<file path="src/rtl/ordkey_pkg.sv">
package ordkey_pkg;

    localparam int unsigned OUT_REG_DEFAULT = 1;

    typedef enum logic [1:0] {
        ORD_LT = 2'd0,
        ORD_EQ = 2'd1,
        ORD_GT = 2'd2
    } ord_rel_e;

endpackage

</file>
<file path="src/rtl/ordkey_unpack.sv">
module ordkey_unpack #(
    parameter int unsigned N = 8
) (
    input  logic [N-1:0] code,
    output logic         sign,
    output logic [N-2:0] mag_key,
    output logic [N-1:0] sort_key
);
    logic [N-1:0] sign_mask;
    logic [N-1:0] xored;

    always_comb begin
        // arithmetic shift replicates the sign bit over the whole word
        sign_mask = N'($signed(code) >>> (N - 1));
        xored     = code ^ sign_mask;
        sign      = sign_mask[0];
        mag_key   = xored[N-2:0];
        sort_key  = {~code[N-1], xored[N-2:0]};
    end
endmodule

</file>
<file path="src/rtl/ordkey_select.sv">
module ordkey_select
    import ordkey_pkg::*;
#(
    parameter int unsigned N = 8
) (
    input  logic [N-1:0] code_a,
    input  logic [N-1:0] code_b,
    input  logic [N-1:0] key_a,
    input  logic [N-1:0] key_b,
    input  logic [N-1:0] key_t,
    output logic [N-1:0] max_code,
    output logic         above
);
    ord_rel_e rel_ab;
    ord_rel_e rel_at;

    function automatic ord_rel_e relate(input logic [N-1:0] x, input logic [N-1:0] y);
        if (x > y)       return ORD_GT;
        else if (x == y) return ORD_EQ;
        else             return ORD_LT;
    endfunction

    always_comb begin
        rel_ab = relate(key_a, key_b);
        rel_at = relate(key_a, key_t);
        unique case (rel_ab)
            ORD_GT, ORD_EQ: max_code = code_a;
            default:        max_code = code_b;
        endcase
        above = (rel_at == ORD_GT);
    end
endmodule

</file>
<file path="src/rtl/ordkey_outreg.sv">
module ordkey_outreg #(
    parameter int unsigned W  = 8,
    parameter int unsigned EN = 1
) (
    input  logic         clk,
    input  logic         rst_n,
    input  logic [W-1:0] d,
    output logic [W-1:0] q
);
    generate
        if (EN != 0) begin : g_reg
            logic [W-1:0] q_r;
            always_ff @(posedge clk or negedge rst_n) begin
                if (!rst_n) q_r <= '0;
                else        q_r <= d;
            end
            assign q = q_r;
        end else begin : g_pass
            logic unused_ok;
            assign unused_ok = clk ^ rst_n;
            assign q = d;
        end
    endgenerate
endmodule

</file>
<file path="src/rtl/ordkey_cmp.sv">
module ordkey_cmp
    import ordkey_pkg::*;
#(
    parameter int unsigned N       = 8,
    parameter int unsigned OUT_REG = OUT_REG_DEFAULT
) (
    input  logic         clk,
    input  logic         rst_n,
    input  logic [N-1:0] code_a,
    input  logic [N-1:0] code_b,
    input  logic [N-1:0] thr_code,
    output logic         sign_o,
    output logic [N-2:0] mag_key_o,
    output logic [N-1:0] sort_key_o,
    output logic [N-1:0] relu_o,
    output logic         above_thr_o,
    output logic [N-1:0] max_o
);
    localparam int unsigned BUS_W = 4 * N + 1;

    logic         sign_a, sign_b, sign_t;
    logic [N-2:0] mag_a, mag_b, mag_t;
    logic [N-1:0] key_a, key_b, key_t;
    logic [N-1:0] max_c;
    logic         above_c;
    logic [N-1:0] relu_c;
    logic [BUS_W-1:0] bus_d, bus_q;

    ordkey_unpack #(.N(N)) u_unpack_a (.code(code_a),   .sign(sign_a), .mag_key(mag_a), .sort_key(key_a));
    ordkey_unpack #(.N(N)) u_unpack_b (.code(code_b),   .sign(sign_b), .mag_key(mag_b), .sort_key(key_b));
    ordkey_unpack #(.N(N)) u_unpack_t (.code(thr_code), .sign(sign_t), .mag_key(mag_t), .sort_key(key_t));

    ordkey_select #(.N(N)) u_select (
        .code_a   (code_a),
        .code_b   (code_b),
        .key_a    (key_a),
        .key_b    (key_b),
        .key_t    (key_t),
        .max_code (max_c),
        .above    (above_c)
    );

    logic unused_side;
    assign unused_side = sign_b ^ sign_t ^ (^mag_b) ^ (^mag_t);

    always_comb begin
        relu_c = sign_a ? '0 : code_a;
        bus_d  = {sign_a, mag_a, key_a, relu_c, above_c, max_c};
    end

    ordkey_outreg #(.W(BUS_W), .EN(OUT_REG)) u_outreg (
        .clk   (clk),
        .rst_n (rst_n),
        .d     (bus_d),
        .q     (bus_q)
    );

    assign {sign_o, mag_key_o, sort_key_o, relu_o, above_thr_o, max_o} = bus_q;

    generate
        if (OUT_REG != 0) begin : g_chk
            logic past_ok;
            always_ff @(posedge clk or negedge rst_n) begin
                if (!rst_n) past_ok <= 1'b0;
                else        past_ok <= 1'b1;
            end

            p_sign_follows_r1: assert property (@(posedge clk) disable iff (!rst_n || !past_ok)
                sign_o == $past(code_a[N-1]));

            p_key_top_r4: assert property (@(posedge clk) disable iff (!rst_n)
                sort_key_o[N-1] != sign_o || (sort_key_o == '0 && !past_ok));

            p_relu_nonneg_r5: assert property (@(posedge clk) disable iff (!rst_n)
                (relu_o != '0) |-> !sign_o);

            p_above_strict_r6: assert property (@(posedge clk) disable iff (!rst_n || !past_ok)
                above_thr_o |-> ($past(code_a) != $past(thr_code)));

            p_max_member_r7: assert property (@(posedge clk) disable iff (!rst_n || !past_ok)
                (max_o == $past(code_a)) || (max_o == $past(code_b)));
        end
    endgenerate
endmodule

</file>
<file path="config.mk">
export PLATFORM = sky130hd
export DESIGN_NAME = ordkey_cmp
export DESIGN_NICKNAME = d
export VERILOG_FILES = /design/src/rtl/ordkey_pkg.sv /design/src/rtl/ordkey_unpack.sv /design/src/rtl/ordkey_select.sv /design/src/rtl/ordkey_outreg.sv /design/src/rtl/ordkey_cmp.sv
export SDC_FILE = /design/constraint.sdc
export NUM_CORES = 1
export LEC_CHECK = 0
export BUFFER_PORTS_ARGS = -buffer_cell sky130_fd_sc_hd__buf_2
export CORE_MARGIN = 5
export CORE_UTILIZATION = 30
export DETAILED_ROUTE_END_ITERATION = 16
export SLEW_MARGIN = 0
export SYNTH_ARGS = -nofsm -noshare
export SYNTH_HDL_FRONTEND = slang
export SYNTH_SLANG_ARGS = --single-unit
</file>
<file path="constraint.sdc">
create_clock -name clk -period 0.8 [get_ports clk]
set_input_delay 0.04 -clock clk [delete_from_list [all_inputs] [get_ports clk]]
set_output_delay 0.04 -clock clk [all_outputs]
set_load 0.005 [all_outputs]
</file>
==> results_dict.tcl <==
set metrics [dict create \
    drt_iter0_drc 33 \
    fmaxAchievable_mhz 514 \
    worst_slew_margin_relative_to_its_limit 0.637 \
    cts_tree "built" \
    routed-via-count 1061 \
    drtAntennaViolNets 0 \
    clockBufferDepth 2 \
    ys_top_cells_by_area "dfrtp_1 (46%), ha_1 (21%), xnor2_1 (7.7%)" \
    critical_path_cell_count 10 \
    nets_finish 237 \
    clock_slew_at_reported_path_ffs_ns 0.08 \
    setup.worst_path.end_class "flop" \
    design.core.area_um2 4380 \
    grt_pass1_vias 1137 \
    cts-htree-levels 1 \
    fin_crit_sh 2.43 \
    timing.setup.critical_path_class "input port to flop" \
    area_delta_synth_final_pct 54.8 \
    timing.critical_path.slowest_cell_delay_ns 0.45 \
    synthesis.instances 111 \
    synthMostInstantiatedCell "dfrtp_1" \
    grt_setup_unrepaired "yes" \
    drive_gt1_frac 0.615 \
    num_antenna_cells 0 \
    peak_supply_drop_mv 0.659 \
    timing.critical_path.arrival_ns 2.11 \
    initial_core_util 0.313 \
    yosys_warnings 0 \
    tns_ns -9.90 \
    cpLargestDelayFamily "compound AO/OA/AOI/OAI gates" \
    largest_net_degree_at_the_start_of_global_routing 26 \
    die_height_um 77.7 \
    yosysTopAreaCellShare 0.455 \
    gr-usage-all-layers 0.119 \
    port_buffers 57 \
    die_x_um 77.7 \
    final_period_minus_worst_setup_slack_ns 1.95 \
    report.final.slew_viol_count 0 \
    failed_checks "setup timing" \
    cts-root-buf "clkbuf_8" \
    synth_common_cells "dfrtp_1 (25), ha_1 (23), xnor2_1 (12)" \
    first_pass_iters 4 \
    drc 0 \
    worst_hold_check_path_type "input port to flop" \
    seq_area_frac_synth 0.455 \
    netlist_area_um2 1370 \
    synthDistinctLibCells 22 \
    synth.net_count 160 \
    required_ns 0.96 \
    grt_antenna_before_repair 0 \
    grt_overflow 0 \
    cap_violations 0 \
    wire_per_inst_um 14.8 \
    largest_reg_flops 25 \
    gp_routability_congestion 0.753 \
    fin_hold_ws_ns 0.0281 \
    die_area_um2 6030 \
    postSynthAreaPerCell_um2 12.4 \
    clock-sinks 25 \
    min_path_cells 2 \
    synth-seq-cells 25 \
    timing.hold.worst.start "code_a[2]" \
    hold-path-endpoint "u_outreg.q[2]" \
    detailed_place_hpwl_um 2780 \
    vias_per_cell 4.44 \
    postLayoutSetupSlackWorst_ns -1.15 \
    yosysTopAreaCell "dfrtp_1" \
    crit_chain "buf_8, clkinvlp_4, buf_6, ha_4, inv_2, ha_4, a2111o_1, a211oi_4, buf_6, mux2_4" \
    p_per_area_nw_per_um2 1610 \
    crit_slowest_cell "a2111o_1" \
    timing.final.hold_violations 0 \
    stdcell_area_um2 2130 \
    tightest_pin_transition_ns 0.544 \
    total_wirelength_of_the_detailed_routed_design_um 3550 \
    outcome "finished with violations" \
    worst-path-max-fanout 5 \
    start_kind "input port" \
    cts_inserted_buffers 3 \
    static-leakage-power_uw 0.00106 \
    synthArstFlopShare 1.00 \
    fillers 416 \
    grt_first_pass_wirelength_um 5660 \
    critPathBufInv 5 \
    io_pins 59 \
    floorplan.rows 24 \
    setup.worst_path.start "code_a[7]" \
    placement.setup.worst_slack_ns -1.53 \
    post_synth_edffs 0 \
    placement.cell_area_um2 1840 \
    yosys_most_used_dff "dfrtp_1" \
    final_setup_violations 26 \
]
cells in the final DEF (no fill, tap or decap), drive strengths merged, types with 2 or more instances in the layout:
| cell | netlist | routed |
|---|---|---|
| a211oi | 3 | 3 |
| dlygate4sd3 | 0 | 2 |
| buf | 8 | 80 |
| nand4 | 2 | 2 |
| clkbuf | 2 | 4 |
| xnor2 | 12 | 12 |
| a21oi | 3 | 3 |
| dfrtp | 25 | 25 |
| ha | 23 | 23 |
| xor2 | 2 | 2 |
| nor2 | 3 | 3 |
| inv | 10 | 9 |
| mux2 | 8 | 8 |
| o21ai | 2 | 2 |
per-layer routing:
metal | track usage | wire length (um) | up-vias
li1 | - | - | 521
met1 | 0.138 | 1410 | 488
met2 | 0.199 | 1750 | 47
met3 | 0.0289 | 307 | 5
met4 | 0.0704 | 82 | 0
met5 | 0 | 0 | -
layout make-up:
cell class | count | area [um2] | area share
Timing Repair Buffer | 82 | 514 | 0.242
Clock buffer | 4 | 45.0 | 0.0212
Sequential cell | 25 | 626 | 0.294
Inverter | 10 | 41.3 | 0.0194
Multi-Input combinational cell | 66 | 836 | 0.393
Tap cell | 52 | 65.1 | 0.0306
stage by stage:
stage,std cells,util,power [uW]
floorplan,111,-,2020
global placement,230,0.420,2430
detailed placement,230,0.420,2490
CTS,237,0.475,3420
global route,239,0.485,3650
finish,239,0.485,3430
kinds of logic (layout without fill, tap and decap cells):
logic type | count (synthesis) | in the layout | share of synthesized area
AND/OR/NAND/NOR | 8 | 8 | 0.0337
adder cells (fa/ha/maj) | 23 | 23 | 0.209
multiplexers | 8 | 8 | 0.0656
XOR/XNOR | 14 | 14 | 0.0893
other | 1 | 1 | 0.00273
buffers and inverters | 20 | 96 | 0.0765
AO/OA/AOI/OAI | 12 | 12 | 0.0674
flip-flops | 25 | 25 | 0.455
power by group:
| part | switching [uW] | internal [uW] | total [uW] |
|---|---|---|---|
| clock network | 386 | 357 | 743 |
| registers | 32.3 | 1390 | 1420 |
| logic | 572 | 701 | 1270 |
worst max-delay path by stage:
stage	to	slack (ns)
after CTS	u_outreg.q[5]	-1.12
after floorplan	u_outreg.q[0]	-1.38
after detailed placement	u_outreg.q[5]	-1.53
final	u_outreg.q[5]	-1.15
after global placement	u_outreg.q[5]	-1.44
after global routing	u_outreg.q[3]	-1.20
timing repair:
item	in CTS	in global routing
endpoints found under the setup margin	37	41
resized for setup	30	7
hold buffers	2	0
pin swaps	8	3
buffers inserted	1	2
hold endpoints to repair	26	0
No activity file was read; power rests on OpenSTA's default activity.
